## config.mk

```make
export PLATFORM = sky130hd
export DESIGN_NAME = tmon_secstate
export DESIGN_NICKNAME = d
export VERILOG_FILES = /design/src/rtl/tmon_pkg.sv /design/src/rtl/tmon_rst_sync.sv /design/src/rtl/tmon_evt_sync.sv /design/src/rtl/tmon_evt_latch.sv /design/src/rtl/tmon_ctrl_regs.sv /design/src/rtl/tmon_state_flags.sv /design/src/rtl/tmon_secstate.sv
export SDC_FILE = /design/constraint.sdc
export NUM_CORES = 1
export LEC_CHECK = 0
export BUFFER_PORTS_ARGS = -buffer_cell sky130_fd_sc_hd__buf_4
export CAP_MARGIN = 25
export CORE_UTILIZATION = 53
export CTS_BUF_LIST = sky130_fd_sc_hd__clkbuf_8
export CTS_CLUSTER_DIAMETER = 100
export CTS_CLUSTER_SIZE = 20
export DETAILED_ROUTE_END_ITERATION = 8
export PLACE_DENSITY = 0.84
export SKIP_CTS_REPAIR_TIMING = 1
export SYNTH_ARGS = -nofsm -noshare
export SYNTH_HDL_FRONTEND = slang
export SYNTH_SLANG_ARGS = --single-unit
export TNS_END_PERCENT = 10
```

## constraint.sdc

```tcl
create_clock -name clk -period 2.9 [get_ports clk]
set_input_delay 0.145 -clock clk [delete_from_list [all_inputs] [get_ports clk]]
set_output_delay 0.145 -clock clk [all_outputs]
set_load 0.01 [all_outputs]
```

## src/rtl/tmon_pkg.sv

```systemverilog
package tmon_pkg;

  localparam int N_SRC   = 10;
  localparam int N_SENSE = 8;
  localparam int DATA_W  = 32;
  localparam int ADDR_W  = 2;

  localparam logic [ADDR_W-1:0] ADR_CTRL = 2'd0;
  localparam logic [ADDR_W-1:0] ADR_STAT = 2'd1;
  localparam logic [ADDR_W-1:0] ADR_CFG  = 2'd2;
  localparam logic [ADDR_W-1:0] ADR_IEN  = 2'd3;

  localparam int BIT_SV      = 0;
  localparam int BIT_NV      = 1;
  localparam int BIT_TOVF    = 2;
  localparam int BIT_SENSE0  = 16;
  localparam int BIT_FAIL_HL = 16;
  localparam int BIT_CFG_SL  = 29;
  localparam int BIT_CFG_HL  = 30;
  localparam int BIT_SVIE    = 0;

  typedef enum logic [1:0] {
    ST_VALID    = 2'b00,
    ST_NONVALID = 2'b01,
    ST_FAILURE  = 2'b10,
    ST_RECOVER  = 2'b11
  } sec_state_e;

  function automatic int stat_pos(int idx);
    if (idx < N_SENSE) return BIT_SENSE0 + idx;
    else               return BIT_TOVF + (idx - N_SENSE);
  endfunction

endpackage

```

## src/rtl/tmon_rst_sync.sv

```systemverilog
module tmon_rst_sync #(
  parameter int STAGES = 2
) (
  input  logic clk,
  input  logic arst_n,
  output logic rst_n_o
);

  logic [STAGES-1:0] chain_q;

  always_ff @(posedge clk or negedge arst_n) begin
    if (!arst_n) chain_q <= '0;
    else         chain_q <= {chain_q[STAGES-2:0], 1'b1};
  end

  assign rst_n_o = chain_q[STAGES-1];

endmodule

```

## src/rtl/tmon_evt_sync.sv

```systemverilog
module tmon_evt_sync #(
  parameter int WIDTH  = 10,
  parameter int STAGES = 2
) (
  input  logic             clk,
  input  logic             rst_n,
  input  logic [WIDTH-1:0] raw_i,
  output logic [WIDTH-1:0] sync_o
);

  generate
    if (STAGES == 1) begin : g_single
      logic [WIDTH-1:0] q;
      always_ff @(posedge clk or negedge rst_n) begin
        if (!rst_n) q <= '0;
        else        q <= raw_i;
      end
      assign sync_o = q;
    end else begin : g_chain
      logic [STAGES-1:0][WIDTH-1:0] pipe_q;
      always_ff @(posedge clk or negedge rst_n) begin
        if (!rst_n) pipe_q <= '0;
        else        pipe_q <= {pipe_q[STAGES-2:0], raw_i};
      end
      assign sync_o = pipe_q[STAGES-1];
    end
  endgenerate

endmodule

```

## src/rtl/tmon_evt_latch.sv

```systemverilog
module tmon_evt_latch #(
  parameter int WIDTH = 10
) (
  input  logic             clk,
  input  logic             rst_n,
  input  logic [WIDTH-1:0] set_i,
  input  logic [WIDTH-1:0] clr_i,
  output logic [WIDTH-1:0] evt_o
);

  logic [WIDTH-1:0] evt_q;
  logic [WIDTH-1:0] evt_n;

  generate
    for (genvar i = 0; i < WIDTH; i++) begin : g_bit
      always_comb begin
        evt_n[i] = evt_q[i];
        if (clr_i[i]) evt_n[i] = 1'b0;
        if (set_i[i]) evt_n[i] = 1'b1;
      end

      always_ff @(posedge clk or negedge rst_n) begin
        if (!rst_n) evt_q[i] <= 1'b0;
        else        evt_q[i] <= evt_n[i];
      end

      // a detection in the clearing cycle keeps the bit set
      a_r5_set_wins: assert property (@(posedge clk) disable iff (!rst_n)
        set_i[i] |=> evt_o[i]);
    end
  endgenerate

  assign evt_o = evt_q;

endmodule

```

## src/rtl/tmon_ctrl_regs.sv

```systemverilog
module tmon_ctrl_regs #(
  parameter int N = 10
) (
  input  logic         clk,
  input  logic         rst_n,
  input  logic         sys_rst_i,
  input  logic         wr_ctrl_i,
  input  logic         wr_cfg_i,
  input  logic         wr_ien_i,
  input  logic         set_cfg_hl_i,
  input  logic         set_cfg_sl_i,
  input  logic         set_fail_hl_i,
  input  logic [N-1:0] cfg_d_i,
  input  logic         ien_d_i,
  output logic [N-1:0] cfg_o,
  output logic         cfg_hl_o,
  output logic         cfg_sl_o,
  output logic         fail_hl_o,
  output logic         irq_en_o
);

  logic [N-1:0] cfg_q, cfg_n;
  logic         cfg_hl_q, cfg_hl_n;
  logic         cfg_sl_q, cfg_sl_n;
  logic         fail_hl_q, fail_hl_n;
  logic         ien_q, ien_n;
  logic         cfg_we;

  assign cfg_we = wr_cfg_i && !cfg_hl_q && !cfg_sl_q;

  always_comb begin
    cfg_n     = cfg_q;
    cfg_hl_n  = cfg_hl_q;
    cfg_sl_n  = cfg_sl_q;
    fail_hl_n = fail_hl_q;
    ien_n     = ien_q;
    if (cfg_we) cfg_n = cfg_d_i;
    if (wr_ctrl_i) begin
      cfg_hl_n  = cfg_hl_q  | set_cfg_hl_i;
      cfg_sl_n  = cfg_sl_q  | set_cfg_sl_i;
      fail_hl_n = fail_hl_q | set_fail_hl_i;
    end
    if (sys_rst_i) cfg_sl_n = 1'b0;
    if (wr_ien_i) ien_n = ien_d_i;
  end

  always_ff @(posedge clk or negedge rst_n) begin
    if (!rst_n) begin
      cfg_q     <= '0;
      cfg_hl_q  <= 1'b0;
      cfg_sl_q  <= 1'b0;
      fail_hl_q <= 1'b0;
      ien_q     <= 1'b0;
    end else begin
      cfg_q     <= cfg_n;
      cfg_hl_q  <= cfg_hl_n;
      cfg_sl_q  <= cfg_sl_n;
      fail_hl_q <= fail_hl_n;
      ien_q     <= ien_n;
    end
  end

  assign cfg_o     = cfg_q;
  assign cfg_hl_o  = cfg_hl_q;
  assign cfg_sl_o  = cfg_sl_q;
  assign fail_hl_o = fail_hl_q;
  assign irq_en_o  = ien_q;

  a_r8_cfg_frozen: assert property (@(posedge clk) disable iff (!rst_n)
    (cfg_hl_q || cfg_sl_q) |=> $stable(cfg_q));

  a_r9_cfg_hl_sticky: assert property (@(posedge clk) disable iff (!rst_n)
    cfg_hl_q |=> cfg_hl_q);

  a_r10_fail_hl_survives: assert property (@(posedge clk) disable iff (!rst_n)
    (fail_hl_q && sys_rst_i) |=> fail_hl_q);

  a_r10_soft_cleared: assert property (@(posedge clk) disable iff (!rst_n)
    sys_rst_i |=> !cfg_sl_q);

endmodule

```

## src/rtl/tmon_state_flags.sv

```systemverilog
module tmon_state_flags
  import tmon_pkg::*;
(
  input  logic       clk,
  input  logic       rst_n,
  input  logic       sys_rst_i,
  input  logic       sv_clr_i,
  input  logic       nv_clr_i,
  input  logic       hit_any_i,
  input  logic       cause_live_i,
  input  logic       fail_hl_i,
  output sec_state_e state_o
);

  logic sv_q, sv_n;
  logic nv_q, nv_n;

  always_comb begin
    sv_n = sv_q;
    nv_n = nv_q;
    if (sys_rst_i) begin
      if (sv_q && !nv_q && !fail_hl_i) nv_n = 1'b1;
    end else begin
      if (sv_clr_i && !cause_live_i && !hit_any_i) sv_n = 1'b0;
      if (nv_clr_i && !sv_q) nv_n = 1'b0;
    end
    if (hit_any_i) sv_n = 1'b1;
  end

  always_ff @(posedge clk or negedge rst_n) begin
    if (!rst_n) begin
      sv_q <= 1'b0;
      nv_q <= 1'b1;
    end else begin
      sv_q <= sv_n;
      nv_q <= nv_n;
    end
  end

  assign state_o = sec_state_e'({sv_q, nv_q});

  a_r6_sv_held: assert property (@(posedge clk) disable iff (!rst_n)
    (sv_q && cause_live_i) |=> state_o[1]);

  a_r7_nv_order: assert property (@(posedge clk) disable iff (!rst_n)
    (sv_q && nv_q) |=> state_o[0]);

  a_r11_recover: assert property (@(posedge clk) disable iff (!rst_n)
    (sys_rst_i && state_o == ST_FAILURE && !fail_hl_i) |=> state_o == ST_RECOVER);

  a_r11_hard_stays: assert property (@(posedge clk) disable iff (!rst_n)
    (sys_rst_i && state_o == ST_FAILURE && fail_hl_i) |=> state_o == ST_FAILURE);

endmodule

```

## src/rtl/tmon_secstate.sv

```systemverilog
module tmon_secstate
  import tmon_pkg::*;
#(
  parameter int SYNC_STAGES = 2,
  parameter int RST_STAGES  = 2
) (
  input  logic              clk,
  input  logic              bat_rst_n,
  input  logic              sys_rst_pulse,
  input  logic [N_SRC-1:0]  evt_raw,
  input  logic              wr_en,
  input  logic [ADDR_W-1:0] wr_addr,
  input  logic [DATA_W-1:0] wr_data,
  input  logic [ADDR_W-1:0] rd_addr,
  output logic [DATA_W-1:0] rd_data,
  output logic              freeze,
  output logic              sv_irq,
  output logic [1:0]        sec_state
);

  logic             rst_i;
  logic [N_SRC-1:0] evt_sync;
  logic [N_SRC-1:0] cfg;
  logic [N_SRC-1:0] evt_q;
  logic [N_SRC-1:0] hit;
  logic [N_SRC-1:0] evt_clr;
  logic             cfg_hl, cfg_sl, fail_hl, irq_en;
  logic             bus_wr, wr_ctrl, wr_stat, wr_cfg, wr_ien;
  logic             sv, nv;
  sec_state_e       state;
  logic [DATA_W-1:0] stat_word;
  logic             unused_wdata;

  tmon_rst_sync #(.STAGES(RST_STAGES)) i_rst_sync (
    .clk     (clk),
    .arst_n  (bat_rst_n),
    .rst_n_o (rst_i)
  );

  tmon_evt_sync #(.WIDTH(N_SRC), .STAGES(SYNC_STAGES)) i_evt_sync (
    .clk    (clk),
    .rst_n  (rst_i),
    .raw_i  (evt_raw),
    .sync_o (evt_sync)
  );

  assign bus_wr  = wr_en && !sys_rst_pulse;
  assign wr_ctrl = bus_wr && (wr_addr == ADR_CTRL);
  assign wr_stat = bus_wr && (wr_addr == ADR_STAT);
  assign wr_cfg  = bus_wr && (wr_addr == ADR_CFG);
  assign wr_ien  = bus_wr && (wr_addr == ADR_IEN);

  assign hit = evt_sync & cfg;

  generate
    for (genvar i = 0; i < N_SRC; i++) begin : g_clr
      localparam int P = stat_pos(i);
      assign evt_clr[i] = wr_stat && wr_data[P];
    end
  endgenerate

  tmon_evt_latch #(.WIDTH(N_SRC)) i_evt_latch (
    .clk   (clk),
    .rst_n (rst_i),
    .set_i (hit),
    .clr_i (evt_clr),
    .evt_o (evt_q)
  );

  tmon_ctrl_regs #(.N(N_SRC)) i_ctrl_regs (
    .clk           (clk),
    .rst_n         (rst_i),
    .sys_rst_i     (sys_rst_pulse),
    .wr_ctrl_i     (wr_ctrl),
    .wr_cfg_i      (wr_cfg),
    .wr_ien_i      (wr_ien),
    .set_cfg_hl_i  (wr_data[BIT_CFG_HL]),
    .set_cfg_sl_i  (wr_data[BIT_CFG_SL]),
    .set_fail_hl_i (wr_data[BIT_FAIL_HL]),
    .cfg_d_i       (wr_data[N_SRC-1:0]),
    .ien_d_i       (wr_data[BIT_SVIE]),
    .cfg_o         (cfg),
    .cfg_hl_o      (cfg_hl),
    .cfg_sl_o      (cfg_sl),
    .fail_hl_o     (fail_hl),
    .irq_en_o      (irq_en)
  );

  tmon_state_flags i_state_flags (
    .clk          (clk),
    .rst_n        (rst_i),
    .sys_rst_i    (sys_rst_pulse),
    .sv_clr_i     (wr_stat && wr_data[BIT_SV]),
    .nv_clr_i     (wr_stat && wr_data[BIT_NV]),
    .hit_any_i    (|hit),
    .cause_live_i (|(evt_q & cfg)),
    .fail_hl_i    (fail_hl),
    .state_o      (state)
  );

  assign sv = state[1];
  assign nv = state[0];

  always_comb begin
    stat_word = '0;
    stat_word[BIT_SV] = sv;
    stat_word[BIT_NV] = nv;
    for (int i = 0; i < N_SRC; i++) stat_word[stat_pos(i)] = evt_q[i];
  end

  always_comb begin
    rd_data = '0;
    case (rd_addr)
      ADR_CTRL: begin
        rd_data[BIT_CFG_HL]  = cfg_hl;
        rd_data[BIT_CFG_SL]  = cfg_sl;
        rd_data[BIT_FAIL_HL] = fail_hl;
      end
      ADR_STAT: rd_data = stat_word;
      ADR_CFG:  rd_data[N_SRC-1:0] = cfg;
      default:  rd_data[BIT_SVIE] = irq_en;
    endcase
  end

  assign freeze    = sv;
  assign sv_irq    = sv && irq_en;
  assign sec_state = state;

  assign unused_wdata = ^{wr_data[31], wr_data[28:24], wr_data[15:10]};

  a_r3_enabled_hit: assert property (@(posedge clk) disable iff (!rst_i)
    (|(evt_sync & cfg)) |=> freeze);

  a_r12_write_ignored: assert property (@(posedge clk) disable iff (!rst_i)
    (sys_rst_pulse && wr_en && wr_addr == ADR_IEN) |=> $stable(irq_en));

endmodule

```

==> flow_summary.json, run 1 <==
{
  "placed_area_mm2": 0.00247,
  "core_area_mm2": 0.00366,
  "yosysTopAreaCellShare_pct": 58.0,
  "grt_setup_unrepaired": "no",
  "run_status": "complete, no violations",
  "required_ns": 2.76,
  "drt-initial-drc-count": 71,
  "preCtsSetupSlack_ns": 1.50,
  "clkPwrFrac_pct": 23.4,
  "clock_path_buffers": 2,
  "io_buffers": 61,
  "r2r-end": "i_state_flags.sv_q",
  "die_h_um": 63.9,
  "hold_path.startpoint": "sys_rst_pulse",
  "cts.sinks": 48,
  "yosys_warnings": 0,
  "io_pins": 86,
  "p_int_mw": 1.12,
  "final_util_pct": 73.2,
  "path_class": "primary input to output port",
  "synth_top_family_by_area": "simple AND/OR/NAND/NOR gates",
  "grtUsageTotal_pct": 20.0,
  "die_x_um": 63.9,
  "antenna_left": 0,
  "tns_ns": 0,
  "clk_pin_slew_ns": 0.07,
  "ff2ff_path_depth": 4,
  "synth_most_common_cell": "dfrtp_1",
  "wl_per_cell_um": 14.3,
  "worstPathArrival_ns": 1.23,
  "hold_depth": 2,
  "antenna_found_initial": 0,
  "min_period_ns": 1.38,
  "final_cells": 284,
  "reg2reg_setup_slack_ns": 1.56,
  "dieArea_mm2": 0.00408,
  "synthTopCellsByArea": "dfrtp_1 58%, mux2_2 6.1%, a22o_1 5.6%, buf_4 5.5%, and2_1 4.6%",
  "grt_max_degree": 47,
  "drc_errors": 0,
  "synth_fa_ha_area_share_pct": 2.47,
  "netlist_area_mm2": 0.00203,
  "swShare_pct": 27.4,
  "p_seq_share_pct": 56.1,
  "area_delta_synth_final_pct": 32.1,
  "path_max_fanout": 12,
  "yosysSeqAreaShare_pct": 59.2,
  "p_leak_nw": 1.29,
  "p_sw_mw": 0.421,
  "synth_xor_area_share_pct": 0,
  "finalSetupViolations": 0,
  "hold_viol": 0,
  "synthSimpleGateAreaFrac_pct": 13.6,
  "max-vdd-ir-drop_uv": 383,
  "hpwl_mm": 2.80,
  "synthFlopType": "dfrtp_1",
  "max_freq_mhz": 726,
  "globalplace.congestion": 0.779,
  "r2r-start": "i_ctrl_regs.cfg_o[0]",
  "slew_viol_final": 0,
  "worst_slack_ns": 1.52,
  "p_total_mw": 1.54,
  "synthMuxAreaShare_pct": 6.10,
  "cts_tree": "built",
  "cts-root-buf": "clkbuf_8",
  "row_count": 22,
  "worstSetupEndpointType": "output port",
  "fin_crit_sh_pct": 47.5,
  "holdWs_ns": 0.0445,
  "syn_avg_cell_area_um2": 12.6,
  "synth_compound_area_share_pct": 11.8,
  "dp_cells": 264,
  "stdcell_area_mm2": 0.00268,
  "diodes": 0,
  "synthCells": 161,
  "grt.overflow.total": 0,
  "via_per_inst": 5.16,
  "wirelength_mm": 4.06,
  "first_global_vias": 1326,
  "drv_cap": 0,
  "cp-start-kind": "primary input",
  "vias": 1466,
  "final_layout_size_suffix_gt1_share_pct": 36.4,
  "min_to": "i_ctrl_regs.cfg_sl_o",
  "grt_pass1_wl_mm": 6.15,
  "yosysTopAreaCell": "dfrtp_1",
  "power_density_mw_per_mm2": 573,
  "synthTopCellsByCount": "47 x dfrtp_1, 15 x and2_1, 15 x buf_4, 15 x nand2_1, 13 x a22o_1",
  "start_util_pct": 55.4,
  "skew_ns": 0.00599,
  "synth_edf_count": 0,
  "h-tree-depth": 2,
  "synthDistinctLibCells": 30,
  "layout.nets": 289,
  "power_frac_comb_pct": 20.5,
  "ys_ff_latch": 48,
  "min_path_type": "primary input to register",
  "clkLatencyLatePin_ns": 0.29,
  "async_flop_share_pct": 100,
  "firstDrtPassIters": 4,
  "cts_made_buffers": 5
}
## registers in the layout (all words and copies together) (netlist names)
signal and cells:
i_ctrl_regs.cfg_hl_o 1, i_ctrl_regs.cfg_o 10, i_ctrl_regs.cfg_sl_o 1, i_ctrl_regs.fail_hl_o 1
i_ctrl_regs.irq_en_o 1, i_evt_latch.evt_o 10, i_evt_sync.g_chain.pipe_q 10, i_evt_sync.sync_o 10
i_rst_sync.chain_q 2, i_state_flags.nv_q 1, i_state_flags.sv_q 1
## layout make-up
type,instances,area [µm²]
clock buffers,5,68.8
fillers,284,980
multi-input cells,104,737
inverters,3,11.3
well taps,48,60.1
flip-flops and latches,48,1200
clock inverters,3,12.5
repair buffers,73,588
## cell families after synthesis
| kind of cell | count (synthesis) |
|---|---|
| AO/OA/AOI/OAI | 30 |
| adder cells (fa/ha/maj) | 4 |
| buffers and inverters | 20 |
| flip-flops | 48 |
| multiplexers | 11 |
| other | 2 |
| AND/OR/NAND/NOR | 46 |
## worst max-delay path by stage
stage,startpoint,endpoint,slack (ns),depth (start not counted)
after floorplan,i_rst_sync.chain_q[1],i_ctrl_regs.cfg_hl_o,1.47,0
after global placement,rd_addr[1],rd_data[0],1.54,6
after detailed placement,rd_addr[1],rd_data[0],1.50,6
after CTS,rd_addr[1],rd_data[0],1.48,6
after global routing,rd_addr[1],rd_data[0],1.43,6
final,rd_addr[1],rd_data[0],1.52,6
## worst max-delay path, stage by stage
cell	delay, ns
buf_4	0.12
inv_1	0.07
ha_1	0.43
a22oi_1	0.13
o21ai_0	0.19
buf_4	0.15
## placed cells by master (no fill, tap or decap), types with 5 or more instances in the layout
cell / n
a22o_1: 13
a22oi_1: 8
and2_1: 15
buf_4: 61
clkbuf_8: 5
conb_1: 13
dfrtp_1: 46
dlygate4sd3_1: 11
inv_1: 5
mux2_2: 11
nand2_1: 15
## layer usage
| metal | global-route usage, % | vias to the layer above | part of all wire [%] |
|---|---|---|---|
| met5 | 0 | - | 0 |
| met4 | 4.26 | 0 | 0.20 |
| met3 | 5.89 | 2 | 6.6 |
| met2 | 32.7 | 68 | 49 |
| met1 | 26.5 | 710 | 44 |
| li1 | - | 686 | - |
## power by group through the flow
stage                     sequential [mW]  combinational, mW  clock (mW)
final                               0.863              0.315       0.360
after detailed placement            0.885              0.289           0
after CTS                           0.871              0.290       0.371
after floorplan                     0.850              0.188           0
after global routing                0.878              0.344       0.396
after global placement              0.881              0.283           0
Power figures use the tool's default switching activity.
==> inputs of run 2 (changes only) <==
--- a/config.mk
+++ b/config.mk
@@ -7,12 +7,12 @@
 export LEC_CHECK = 0
 export BUFFER_PORTS_ARGS = -buffer_cell sky130_fd_sc_hd__buf_4
 export CAP_MARGIN = 25
-export CORE_UTILIZATION = 53
+export CORE_UTILIZATION = 49
 export CTS_BUF_LIST = sky130_fd_sc_hd__clkbuf_8
 export CTS_CLUSTER_DIAMETER = 100
 export CTS_CLUSTER_SIZE = 20
 export DETAILED_ROUTE_END_ITERATION = 8
-export PLACE_DENSITY = 0.84
+export PLACE_DENSITY = 0.79
 export SKIP_CTS_REPAIR_TIMING = 1
 export SYNTH_ARGS = -nofsm -noshare
 export SYNTH_HDL_FRONTEND = slang
==> constraint.sdc (replaced) <==
create_clock -name clk -period 1.35 [get_ports clk]
set_input_delay 0.0675 -clock clk [delete_from_list [all_inputs] [get_ports clk]]
set_output_delay 0.0675 -clock clk [all_outputs]
set_load 0.01 [all_outputs]
==> run 2 against run 1 <==
Net effect: the run now ends with negative setup slack left; final area grew 5.9%; highest routed layer unchanged; die area grew 7.9%; register-to-register slack lost 1.6 ns; worst hold slack lost 0.039 ns; wire length grew 21%; combinational power grew to 2.5 times the previous value; clock skew grew 0.0026 ns; sequential cell count is the same; non-clock buffer count grew 12; clock power grew to 2.9 times the previous value.
==> flow_summary.json, run 2 (synthesis results as in run 1) <==
{
  "run_status": "finished with violations",
  "violations": "negative setup slack",
  "cts.sinks": 48,
  "diodes": 0,
  "dieArea_mm2": 0.00440,
  "required_ns": 1.51,
  "globalplace.congestion": 0.761,
  "clk_pin_slew_ns": 0.09,
  "hold_depth": 2,
  "preCtsSetupSlack_ns": -0.0283,
  "final_layout_size_suffix_gt1_share_pct": 39.5,
  "grt_setup_unrepaired": "yes",
  "drc_errors": 0,
  "grt.overflow.total": 0,
  "r2r-start": "i_ctrl_regs.cfg_o[0]",
  "clkLatencyLatePin_ns": 0.30,
  "register_area_mm2": 0.00120,
  "min_period_ns": 1.39,
  "drt-initial-drc-count": 132,
  "holdWs_ns": 0.00562,
  "row_count": 23,
  "hpwl_mm": 3.17,
  "antenna_found_initial": 0,
  "tns_ns": -0.190,
  "cp-start-kind": "register",
  "p_leak_nw": 1.36,
  "path_max_fanout": 5,
  "worstSetupEndpointType": "register",
  "reg2reg_setup_slack_ns": -0.04,
  "wl_per_cell_um": 16.4,
  "grtUsageTotal_pct": 22.8,
  "power_density_mw_per_mm2": 1300,
  "layout.nets": 301,
  "hold_path.startpoint": "wr_data[8]",
  "io_pins": 86,
  "final_common_cell": "buf_4",
  "multiInputGateArea_um2": 752,
  "die_x_um": 66.4,
  "skew_ns": 0.00857,
  "via_per_inst": 5.21,
  "hold_viol": 0,
  "start_util_pct": 50.7,
  "io_buffers": 61,
  "slew_viol_final": 0,
  "n_fill_cell": 285,
  "final_cell_mix": "67 x buf_4, 45 x dfrtp_1, 17 x dlygate4sd3_1, 15 x nand2_1, 15 x and2_1",
  "max_freq_mhz": 721,
  "worst_slack_ns": -0.0374,
  "die_h_um": 66.4,
  "fin_crit_sh_pct": 103,
  "firstDrtPassIters": 4,
  "finalSetupViolations": 11,
  "r2r-end": "i_state_flags.sv_q",
  "path_class": "register to register",
  "grt_max_degree": 35,
  "wirelength_mm": 4.90,
  "ff2ff_path_depth": 4,
  "clock_path_buffers": 2,
  "worstPathArrival_ns": 1.55,
  "cts_made_buffers": 5,
  "cts_tree": "built",
  "min_to": "i_ctrl_regs.cfg_o[8]",
  "first_global_vias": 1461,
  "grt_pass1_wl_mm": 7.04,
  "min_path_type": "primary input to register",
  "h-tree-depth": 2,
  "area_delta_synth_final_pct": 40.0,
  "core_area_mm2": 0.00400,
  "drv_cap": 0,
  "antenna_left": 0,
  "vias": 1554,
  "p_total_mw": 3.68,
  "cts-root-buf": "clkbuf_8",
  "max-vdd-ir-drop_uv": 1400
}
run 2: layout make-up:
cell class | instances | share of cell area [%]
inverter | 3 | 0.396
clock buffer | 5 | 2.42
timing repair buffer | 85 | 24.4
multi-input combinational | 104 | 26.5
tap | 50 | 2.20
clock inverter | 3 | 1.67
sequential | 48 | 42.4
run 2: power breakdown:
part           switching (mW)  internal [mW]  leakage [nW]  total, mW
combinational           0.327          0.471         0.765      0.798
sequential              0.208           1.64         0.534       1.85
clock                   0.481          0.558        0.0583       1.04
total                    1.02           2.67          1.36       3.68
run 2: worst max-delay path: stages (launching register included):
cell,delay (ns)
dfrtp_1,0.45
a222oi_1,0.35
nand2_1,0.09
o31ai_1,0.23
nand4_1,0.14
run 2: metrics by stage:
stage | area [µm²] | utilization, % | std cells
3_5_place_dp | 2540 | 63.4 | 273
6_report | 2840 | 71.0 | 298
4_1_cts | 2650 | 66.3 | 281
2_1_floorplan | 2070 | - | 172
3_3_place_gp | 2540 | 63.4 | 273
5_1_grt | 2840 | 71.0 | 298
run 2: worst max path at each step:
stage | startpoint | end | depth (start not counted)
finish | i_ctrl_regs.cfg_o[0] | i_state_flags.sv_q | 4
global route | i_ctrl_regs.cfg_o[0] | i_state_flags.sv_q | 4
CTS | i_ctrl_regs.cfg_sl_o | i_ctrl_regs.cfg_o[3] | 3
detailed placement | i_ctrl_regs.cfg_sl_o | i_ctrl_regs.cfg_o[0] | 3
global placement | i_ctrl_regs.cfg_sl_o | i_ctrl_regs.cfg_o[2] | 3
floorplan | i_ctrl_regs.cfg_sl_o | i_ctrl_regs.cfg_o[0] | 3
run 2: layer usage:
layer	wire length [µm]	track usage [%]	share of wire, %
met5	0	0	0
met4	108	9.84	2.2
met3	353	6.03	7.2
met1	1860	28.0	38
met2	2570	37.6	53
